<file path="src/rtl/dmr_pkg.sv">
package dmr_pkg;

    typedef enum logic [1:0] {
        RGN_SFR    = 2'd0,
        RGN_SHARED = 2'd1,
        RGN_LOW    = 2'd2,
        RGN_HIGH   = 2'd3
    } dmr_region_e;

    typedef struct packed {
        logic rd;
        logic wr;
        logic bitop;
        logic rpl;
    } dmr_acc_t;

    // Region of an effective address given the sizes below the upper half.
    function automatic dmr_region_e region_of(int ea, int sfr_n, int shared_n, int low_n);
        if (ea < sfr_n)                         return RGN_SFR;
        else if (ea < sfr_n + shared_n)         return RGN_SHARED;
        else if (ea < sfr_n + shared_n + low_n) return RGN_LOW;
        else                                    return RGN_HIGH;
    endfunction

endpackage

</file>
<file path="src/rtl/dmr_ptr_reg.sv">
module dmr_ptr_reg #(
    parameter int W         = 7,
    parameter int RESET_VAL = 0
) (
    input  logic         clk,
    input  logic         rst,
    input  logic         we,
    input  logic [W-1:0] din,
    output logic [W-1:0] q
);

    always_ff @(posedge clk) begin
        if (rst)     q <= W'(RESET_VAL);
        else if (we) q <= din;
    end

    AST_PTR_LOAD: assert property (@(posedge clk) disable iff (rst)
        we |=> (q == $past(din)));
    AST_PTR_HOLD: assert property (@(posedge clk) disable iff (rst)
        !we |=> $stable(q));

endmodule

</file>
<file path="src/rtl/dmr_map.sv">
module dmr_map
    import dmr_pkg::*;
#(
    parameter int ADDR_W    = 7,
    parameter int SFR_N     = 32,
    parameter int SHARED_N  = 8,
    parameter int LOW_N     = 24,
    parameter int HIGH_N    = 64,
    parameter int PHYS_W    = 8
) (
    input  logic [ADDR_W-1:0] ea,
    input  logic              bank,
    output dmr_region_e       region,
    output logic [PHYS_W-1:0] phys,
    output logic [$clog2(SFR_N)-1:0] sfr_idx
);
    localparam int SFR_W     = $clog2(SFR_N);
    localparam int LOW_BASE  = SFR_N + SHARED_N;
    localparam int HIGH_BASE = LOW_BASE + LOW_N;
    localparam int LOW_PHYS  = SHARED_N;
    localparam int HIGH_PHYS = SHARED_N + 2 * LOW_N;

    int ea_i;
    int phys_i;

    always_comb begin
        ea_i    = int'(ea);
        region  = region_of(ea_i, SFR_N, SHARED_N, LOW_N);
        sfr_idx = ea[SFR_W-1:0];
        unique case (region)
            RGN_SHARED: phys_i = ea_i - SFR_N;
            RGN_LOW:    phys_i = LOW_PHYS + int'(bank) * LOW_N + (ea_i - LOW_BASE);
            RGN_HIGH:   phys_i = HIGH_PHYS + int'(bank) * HIGH_N + (ea_i - HIGH_BASE);
            default:    phys_i = 0;
        endcase
        phys = PHYS_W'(phys_i);
    end

endmodule

</file>
<file path="src/rtl/dmr_gate.sv">
module dmr_gate
    import dmr_pkg::*;
#(
    parameter int ADDR_W = 7,
    parameter int SFR_W  = 5,
    parameter int PHYS_W = 8,
    parameter int RPL_N  = 32
) (
    input  logic              clk,
    input  logic              rst,
    input  dmr_acc_t          acc,
    input  logic [ADDR_W-1:0] dir_addr,
    input  logic              is_ind,
    input  logic              ptr_null,
    input  dmr_region_e       region,
    input  logic [PHYS_W-1:0] phys,
    input  logic [SFR_W-1:0]  idx_in,
    output logic              sfr_sel,
    output logic [SFR_W-1:0]  sfr_idx,
    output logic [PHYS_W-1:0] ram_addr,
    output logic              ram_rd,
    output logic              ram_wr,
    output logic              rpl_wr,
    output logic [$clog2(RPL_N)-1:0] rpl_idx,
    output logic              rd_zero,
    output logic              illegal
);
    localparam int RPL_W = $clog2(RPL_N);

    logic f_acc, bit_bad, null_tgt, ok, rpl_in_range, ram_hit;

    always_comb begin
        f_acc        = !acc.rpl && (acc.rd || acc.wr);
        bit_bad      = f_acc && acc.bitop && (region == RGN_HIGH);
        null_tgt     = f_acc && is_ind && ptr_null;
        ok           = f_acc && !bit_bad && !null_tgt;
        rpl_in_range = int'(dir_addr) < RPL_N;

        sfr_sel  = ok && (region == RGN_SFR);
        ram_hit  = ok && (region != RGN_SFR);
        ram_rd   = ram_hit && acc.rd;
        ram_wr   = ram_hit && acc.wr;
        sfr_idx  = sfr_sel ? idx_in : '0;
        ram_addr = ram_hit ? phys : '0;

        rpl_wr   = acc.rpl && acc.wr && !acc.rd && rpl_in_range;
        rpl_idx  = rpl_wr ? dir_addr[RPL_W-1:0] : '0;

        rd_zero  = acc.rd && (null_tgt || bit_bad || acc.rpl);
        illegal  = bit_bad || (acc.rpl && acc.rd)
                 || (acc.rpl && acc.wr && !rpl_in_range);
    end

    AST_NULL_SILENT: assert property (@(posedge clk) disable iff (rst)
        (is_ind && ptr_null && !acc.rpl) |-> !(sfr_sel || ram_rd || ram_wr));
    AST_ILLEGAL_SILENT: assert property (@(posedge clk) disable iff (rst)
        illegal |-> !(ram_wr || rpl_wr));
    AST_RPL_EXCLUSIVE: assert property (@(posedge clk) disable iff (rst)
        rpl_wr |-> !(sfr_sel || ram_rd || ram_wr));
    AST_RPL_READ: assert property (@(posedge clk) disable iff (rst)
        (acc.rpl && acc.rd) |-> (rd_zero && illegal && !rpl_wr));
    AST_WR_GATED: assert property (@(posedge clk) disable iff (rst)
        (ram_wr |-> acc.wr) and (ram_rd |-> acc.rd));

endmodule

</file>
<file path="src/rtl/dmr_resolver.sv">
module dmr_resolver
    import dmr_pkg::*;
#(
    parameter int ADDR_W   = 7,
    parameter int SFR_N    = 32,
    parameter int SHARED_N = 8,
    parameter int LOW_N    = 24,
    parameter int HIGH_N   = 64,
    parameter int RPL_N    = 32,
    parameter int IND_ADDR = 0,
    parameter int PTR_IDX  = 4,
    localparam int SFR_W      = $clog2(SFR_N),
    localparam int RPL_W      = $clog2(RPL_N),
    localparam int PHYS_TOTAL = SHARED_N + 2 * LOW_N + 2 * HIGH_N,
    localparam int PHYS_W     = $clog2(PHYS_TOTAL)
) (
    input  logic              clk,
    input  logic              rst,
    input  logic [ADDR_W-1:0] acc_addr,
    input  logic              acc_rd,
    input  logic              acc_wr,
    input  logic              acc_bit,
    input  logic              acc_rpl,
    input  logic              bank_sel,
    input  logic [ADDR_W-1:0] wr_data,
    output logic              sfr_sel,
    output logic [SFR_W-1:0]  sfr_idx,
    output logic [PHYS_W-1:0] ram_addr,
    output logic              ram_rd,
    output logic              ram_wr,
    output logic              rpl_wr,
    output logic [RPL_W-1:0]  rpl_idx,
    output logic              rd_zero,
    output logic              illegal
);
    localparam int HIGH_PHYS = SHARED_N + 2 * LOW_N;

    dmr_acc_t          acc;
    logic [ADDR_W-1:0] ptr_q, ea;
    logic              is_ind, ptr_null, ptr_we;
    dmr_region_e       region;
    logic [PHYS_W-1:0] phys;
    logic [SFR_W-1:0]  map_idx;

    assign acc      = '{rd: acc_rd, wr: acc_wr, bitop: acc_bit, rpl: acc_rpl};
    assign is_ind   = (int'(acc_addr) == IND_ADDR);
    assign ptr_null = (int'(ptr_q) == IND_ADDR);
    assign ea       = is_ind ? ptr_q : acc_addr;
    assign ptr_we   = sfr_sel && acc_wr && (int'(sfr_idx) == PTR_IDX);

    dmr_ptr_reg #(.W(ADDR_W), .RESET_VAL(0)) u_ptr (
        .clk(clk), .rst(rst), .we(ptr_we), .din(wr_data), .q(ptr_q)
    );

    dmr_map #(
        .ADDR_W(ADDR_W), .SFR_N(SFR_N), .SHARED_N(SHARED_N),
        .LOW_N(LOW_N), .HIGH_N(HIGH_N), .PHYS_W(PHYS_W)
    ) u_map (
        .ea(ea), .bank(bank_sel), .region(region), .phys(phys), .sfr_idx(map_idx)
    );

    dmr_gate #(
        .ADDR_W(ADDR_W), .SFR_W(SFR_W), .PHYS_W(PHYS_W), .RPL_N(RPL_N)
    ) u_gate (
        .clk(clk), .rst(rst), .acc(acc), .dir_addr(acc_addr),
        .is_ind(is_ind), .ptr_null(ptr_null), .region(region), .phys(phys),
        .idx_in(map_idx), .sfr_sel(sfr_sel), .sfr_idx(sfr_idx),
        .ram_addr(ram_addr), .ram_rd(ram_rd), .ram_wr(ram_wr),
        .rpl_wr(rpl_wr), .rpl_idx(rpl_idx), .rd_zero(rd_zero), .illegal(illegal)
    );

    AST_SFR_NO_RAM: assert property (@(posedge clk) disable iff (rst)
        sfr_sel |-> !(ram_rd || ram_wr));
    AST_RAM_IN_RANGE: assert property (@(posedge clk) disable iff (rst)
        (ram_rd || ram_wr) |-> (int'(ram_addr) < PHYS_TOTAL));
    AST_BIT_LOW_ONLY: assert property (@(posedge clk) disable iff (rst)
        (acc_bit && (ram_rd || ram_wr)) |-> (int'(ram_addr) < HIGH_PHYS));

endmodule

</file>
<file path="config.mk">
export PLATFORM = sky130hd
export DESIGN_NAME = dmr_resolver
export DESIGN_NICKNAME = d
export VERILOG_FILES = /design/src/rtl/dmr_pkg.sv /design/src/rtl/dmr_ptr_reg.sv /design/src/rtl/dmr_map.sv /design/src/rtl/dmr_gate.sv /design/src/rtl/dmr_resolver.sv
export SDC_FILE = /design/constraint.sdc
export NUM_CORES = 1
export LEC_CHECK = 0
export BUFFER_PORTS_ARGS = -buffer_cell sky130_fd_sc_hd__buf_4
export CORE_MARGIN = 5
export CORE_UTILIZATION = 46
export DETAILED_ROUTE_END_ITERATION = 10
export PLACE_DENSITY = 0.74
export REMOVE_ABC_BUFFERS = 1
export SLEW_MARGIN = 20
export SYNTH_ARGS = -nofsm -noshare
export SYNTH_HDL_FRONTEND = slang
export SYNTH_HIERARCHICAL = 1
export SYNTH_SLANG_ARGS = --single-unit
</file>
<file path="constraint.sdc">
create_clock -name clk -period 3.2 [get_ports clk]
set_clock_uncertainty 0.05 [all_clocks]
set_input_delay 0.16 -clock clk [delete_from_list [all_inputs] [get_ports clk]]
set_output_delay 0.16 -clock clk [all_outputs]
set_load 0.02 [all_outputs]
</file>
==> Yosys cells after proc, flatten, opt, wreduce, memory -nomap -nowiden <==
Cells that the tools add are included.
Widths: inputs -> output; s select.
{ "totals": {"reg_bits": 7} }
{ "classes": {"addsub": 7, "mul": 1, "n_lt_le_gt_ge": 4, "eq_ne": 4, "muxes": 8, "n_reduce_logical": 33} }
{ "op_table": {"columns": ["operator", "n"], "rows": [
  ["$pmux 8 s3", 1],
  ["$lt 7x6->1 const B", 3],
  ["$logic_and 1x1->1", 19],
  ["$add 8x8->8", 2],
  ["$sub 7x6->8 const B", 2],
  ["$logic_not 7->1", 2],
  ["$mux 5", 2],
  ["$add 5x8->8 const A", 1],
  ["$add 6x7->8 const A", 1],
  ["$mux 8", 1],
  ["$sub 7x7->8 const B", 1],
  ["$lt 7x7->1 const B", 1],
  ["$mux 7", 1],
  ["$eq 5x4->1 const B", 1],
  ["$logic_not 1->1", 5],
  ["$logic_or 1x1->1", 5],
  ["$eq 2x2->1 const B", 2],
  ["$mux 2", 2],
  ["$mul 1x2->3 const B", 1],
  ["$eq 2x1->1 const B", 1],
  ["$logic_not 2->1", 1],
  ["$reduce_bool 2->1", 1],
  ["$mux 1", 1]
]} }

==> Depth between registers and ports, before layout <==
{ "depth": {"word_depth": 15, "mapped_depth": 15} }

==> Cells and area by module <==
The synthesis kept the hierarchy.
{ "modules_own_cells": {"columns": ["mod", "n_inst", "cells_per_inst", "area_each_um2", "seq_area_each_um2"], "rows": [
  ["dmr_map", 1, 66, 516.7, 0.0],
  ["dmr_gate", 1, 39, 371.6, 0.0],
  ["dmr_ptr_reg", 1, 22, 247.7, 140.1],
  ["dmr_resolver", 1, 24, 177.7, 0.0]
]} }

==> Worst setup path after synthesis <==
No wires, ideal clock.
{ "synth_timing": {"path_kind": "input to register", "startpoint": "input port acc_addr[0]", "endpoint": "register u_ptr.q[0]", "arrival_ns": 3.182, "path_slack_ns": -0.147, "cell_stages": 15, "n_path_buf": 2, "cell_sequence": "nor3_2 a41o_1 inv_4 ha_1 nor2b_1 buf_6 nor2_1 nor2_1 a211o_1 nor3_2 or4b_1 nor3_2 buf_6 mux2i_1 nor2_1"} }
{ "synth_rtl": {"columns": ["element", "line", "rtl"], "rows": [
  ["from (decl)", "dmr_resolver.sv:19", "input logic [ADDR_W-1:0] acc_addr,"],
  ["$logic_not 7->1 (*)", "dmr_resolver.sv:46", "assign is_ind = (int'(acc_addr) == IND_ADDR);"],
  ["$mux 7 (*)", "dmr_resolver.sv:48", "assign ea = is_ind ? ptr_q : acc_addr;"],
  ["named net ea[6]", "dmr_resolver.sv:39", "logic [ADDR_W-1:0] ptr_q, ea;"],
  ["$lt 7x6->1", "dmr_pkg.sv:20", "else if (ea < sfr_n + shared_n) return RGN_SHARED;"],
  ["$mux 2", "dmr_pkg.sv:20", null],
  ["$mux 2 (*)", "dmr_pkg.sv:19", "if (ea < sfr_n) return RGN_SFR;"],
  ["named net region[1]", "dmr_resolver.sv:41", "dmr_region_e region;"],
  ["$eq 2x2->1", "dmr_gate.sv:34", "bit_bad = f_acc && acc.bitop && (region == RGN_HIGH);"],
  ["$logic_and 1x1->1", "dmr_gate.sv:34", null],
  ["$logic_not 1->1", "dmr_gate.sv:36", "ok = f_acc && !bit_bad && !null_tgt;"],
  ["$logic_and 1x1->1 (2 in a row)", "dmr_gate.sv:36", null],
  ["$logic_and 1x1->1 (*)", "dmr_gate.sv:39", "sfr_sel = ok && (region == RGN_SFR);"],
  ["$mux 5 (*)", "dmr_gate.sv:43", "sfr_idx = sfr_sel ? idx_in : '0;"],
  ["named net sfr_idx[2]", "dmr_resolver.sv:27", "output logic [SFR_W-1:0] sfr_idx,"],
  ["$eq 5x4->1 (*)", "dmr_resolver.sv:49", "assign ptr_we = sfr_sel && acc_wr && (int'(sfr_idx) == PTR_IDX);"],
  ["$logic_and 1x1->1 (*)", "dmr_resolver.sv:49", null],
  ["named net ptr_we", "dmr_resolver.sv:40", "logic is_ind, ptr_null, ptr_we;"],
  ["to (signal assigned)", "dmr_ptr_reg.sv:13", "if (rst) q <= W'(RESET_VAL);"],
  ["to (signal assigned)", "dmr_ptr_reg.sv:14", "else if (we) q <= din;"],
  ["to (decl)", "dmr_ptr_reg.sv:9", "output logic [W-1:0] q"]
]} }
The timed path passes the listed nets; every way through them passes the cells marked *.
A chain may end at the register's enable or synchronous reset.

==> Worst setup path after layout <==
{ "layout_timing": {"startpoint": "register u_ptr.q[3]", "endpoint": "output port ram_addr[6]"} }
{ "layout_rtl": {"columns": ["element", "line", "rtl"], "rows": [
  ["$mux 7 (*)", "dmr_resolver.sv:48", null],
  ["named net ea[3]", "dmr_resolver.sv:39", null],
  ["parallel branches: the longest is 5 deep, another holds $sub 7x7->8", null, null],
  ["$pmux 8 s3 (*)", "dmr_map.sv:30", "unique case (region)"],
  ["named net phys[6]", "dmr_resolver.sv:42", "logic [PHYS_W-1:0] phys;"],
  ["$mux 8 (*)", "dmr_gate.sv:44", "ram_addr = ram_hit ? phys : '0;"],
  ["to (decl)", "dmr_resolver.sv:28", "output logic [PHYS_W-1:0] ram_addr,"]
]} }
Mark *: on every way through the listed nets, which the timed path passes.

==> metrics <==
register share of total power 23.7%; HP Class in2reg; H-tree levels 1; startpoint types register; Post-synth EDFFs 0; Mean Syn Cell Area 8.70 sq um; clk sink count 7; crit-path leading delay family adder cells; pwr/cell area 214 nW/um^2; XOR/XNOR Fraction of Synth Area 2.00%; Pre-Repair DR Iteration Count 4; # IOs 45; combinational share of power 54.1%; core footprint 2760 sq um; flop2flop setup slack 0.23 ns; worst setup path start u_ptr/q[3]; deepest clock path buffer count 2; Die X 63.4 um; path length in cells of the critical path 12; Hold Fails Final Rpt 0; Top Registers u_ptr/q (7); Hold Buf Count CTS 0; largest reg by FF count u_ptr/q; Clk pin slew, worst setup/hold paths 0.05 ns; Sw Ratio 38.0%; Synth async-reset ratio 0%; Top Metal Used met4; DRC 0; Slew Limit Fails 0; compound-cell area share of the yosys netlist 17.9%; DP HPWL 2.84 mm; Layout area overhead 31.2%; crit path to ram_addr[6]; via count 1292; Tcrit/Tclk final 93.2%; Critical Path, Cell by Cell a41o_1 > inv_1 > ha_1 > inv_1 > ha_1 > inv_1 > fa_1 > xnor2_2 > a21oi_2 > a2111oi_2 > nor4b_2 > buf_4; routed wl met2 1.72 mm; Rel. slew slack 56.9%; largest net degree at the start of global routing 15; crit path DAT 2.77 ns; CP Capture Type output pin; RSZ-0062 raised after global routing no; number of flip-flops under the largest register name 7; routed wl met3 133 um; Synth Instances 151; Final Core Density 62.5%; Initial Util 47.6%; vias in the first global route 1244; worst-margin pin slew 0.643 ns; initial antenna violation count 0; CTS Buf Count 3; initial drt markers 61; GP Congestion 0.839; Worst Path Required 2.99 ns; vias per inst 5.55; die area 4020 sq um; RR Startpoint u_ptr/q[6]; peak supply drop 0.266 mV; Finished Layout Cells 233; main combinational cell family by area after synthesis simple AND/OR/NAND/NOR gates; maximum fanout along the worst path 3; sequential fraction of the synthesis area 10.7%; final antenna-violating net count 0; met1 WL 1.47 mm; clock tree from TritonCTS done; reg2reg path depth 12; leakage power 0.823 nW; Primary FF master, synth dfxtp_1; Ys Warns 6; Total GRT Usage 17.3%; final wirelength 3.40 mm; Final setup viols 0; final hold slack 0.0706 ns; crit-path most repeated cell inv_1; post-synthesis register bit count 7; multiplexer share of the synthesized area 6.10%; Unique masters post-synth 44; max-cap viol count 0; status complete, no violations; critical path type reg2out; Synth Area in Adders 15.4%; Netlist Area Pre-Place 1310 sq um; Overflow after GRT 0; Cell Int Power 0.000228 W; Port Buffers 44; Final min period 2.98 ns; n_diodes 0; first-pass GRT wire length 5.73 mm; CP max stage delay 0.40 ns; wire length per cell 14.6 um; Net Switching 0.000140 W; setup slack after layout 0.219 ns; Die H 63.4 um; Synth area leaders ha_1 12%, dfxtp_1 11%, nor4b_2 9.1%; layout cells sized above 1 46.0%; CP Buf/Inv Count 4; clock share of power 22.2%; fmax 0.335 GHz; Post-Synth Simple-Gate Area 36.0%; top cell type's share of synthesized area 12.4%; final setup TNS 0 ns; CP max stage cell fa_1; Nets 239; placement row count 19; Synth area leader ha_1; post-place setup slack 0.0258 ns; root buf cell clkbuf_4; terminus of the critical flop-to-flop path u_ptr/q[4]; Cells after DPL 229; clk_lat worst skew 0.25 ns
==> synthesized netlist by cell type (3+ instances only) <==
cell type	n
inv_1	18
and3_2	5
nor4b_2	8
dfxtp_1	7
a21oi_1	4
mux2i_1	8
and2_1	4
nand2_1	6
nor2_1	21
nor3_2	5
buf_4	5
a41o_1	3
ha_1	13
buf_6	4
nor3_1	4
==> power by group through the flow <==
stage | Sequential (W) | Combinational (W) | Clock, W
after floorplan | 0.0000892 | 0.000117 | 0
after global placement | 0.0000892 | 0.000192 | 0
after detailed placement | 0.0000892 | 0.000197 | 0
after CTS | 0.0000873 | 0.000198 | 0.0000856
after global routing | 0.0000873 | 0.000220 | 0.0000930
final | 0.0000874 | 0.000199 | 0.0000818
==> repair_timing <==
| action | 4_1_cts | 5_1_grt |
|---|---|---|
| gates resized for setup | 0 | 1 |
| setup buffers | 0 | 0 |
| setup endpoints to repair | 0 | 1 |
==> layout by cell type (no fill, tap or decap), drive strengths merged, types with 2 or more instances in the layout <==
| cell type | n |
|---|---|
| a31o | 3 |
| nor3 | 9 |
| a2111oi | 2 |
| a21o | 2 |
| o21ai | 2 |
| ha | 13 |
| buf | 56 |
| nand2 | 6 |
| and3 | 6 |
| and2 | 5 |
| nor4 | 2 |
| xnor2 | 2 |
| inv | 19 |
| a21oi | 5 |
| nor4b | 11 |
| dfxtp | 7 |
| a41o | 4 |
| nor2 | 21 |
| fa | 2 |
| mux2i | 8 |
| clkbuf | 4 |
==> final cells by class <==
class / instances / area, sq um
flip-flops and latches: 7 / 140
fillers: 250 / 1030
repair buffers: 56 / 420
well taps: 31 / 38.8
inverters: 19 / 73.8
clock buffers: 4 / 26.3
multi-input cells: 116 / 1020
==> metal layers <==
layer	vias to the layer above	track usage [%]
met5	-	0
li1	646	-
met4	0	6.23
met1	608	22.3
met3	8	1.78
met2	30	29.3
==> cells by family (layout without fill, tap and decap cells) <==
kind of cell	count (synthesis)	in the layout
adder cells (fa/ha/maj)	15	15
buffers and inverters	28	79
XOR/XNOR	3	3
AO/OA/AOI/OAI	26	26
AND/OR/NAND/NOR	64	64
flip-flops	7	7
multiplexers	8	8
==> how the worst min path moves through the flow <==
stage,startpoint,to,depth (start not counted)
floorplan,rst,u_ptr/q[0],1
global placement,rst,u_ptr/q[1],2
detailed placement,rst,u_ptr/q[2],2
CTS,rst,u_ptr/q[2],2
global route,rst,u_ptr/q[2],2
finish,rst,u_ptr/q[2],2
==> through the flow <==
step | instance area (sq um) | power [W]
3_5_place_dp | 1690 | 0.000286
6_report | 1720 | 0.000368
3_3_place_gp | 1690 | 0.000281
2_1_floorplan | 1230 | 0.000206
5_1_grt | 1720 | 0.000400
4_1_cts | 1720 | 0.000371
No activity file was read; power rests on OpenSTA's default activity.
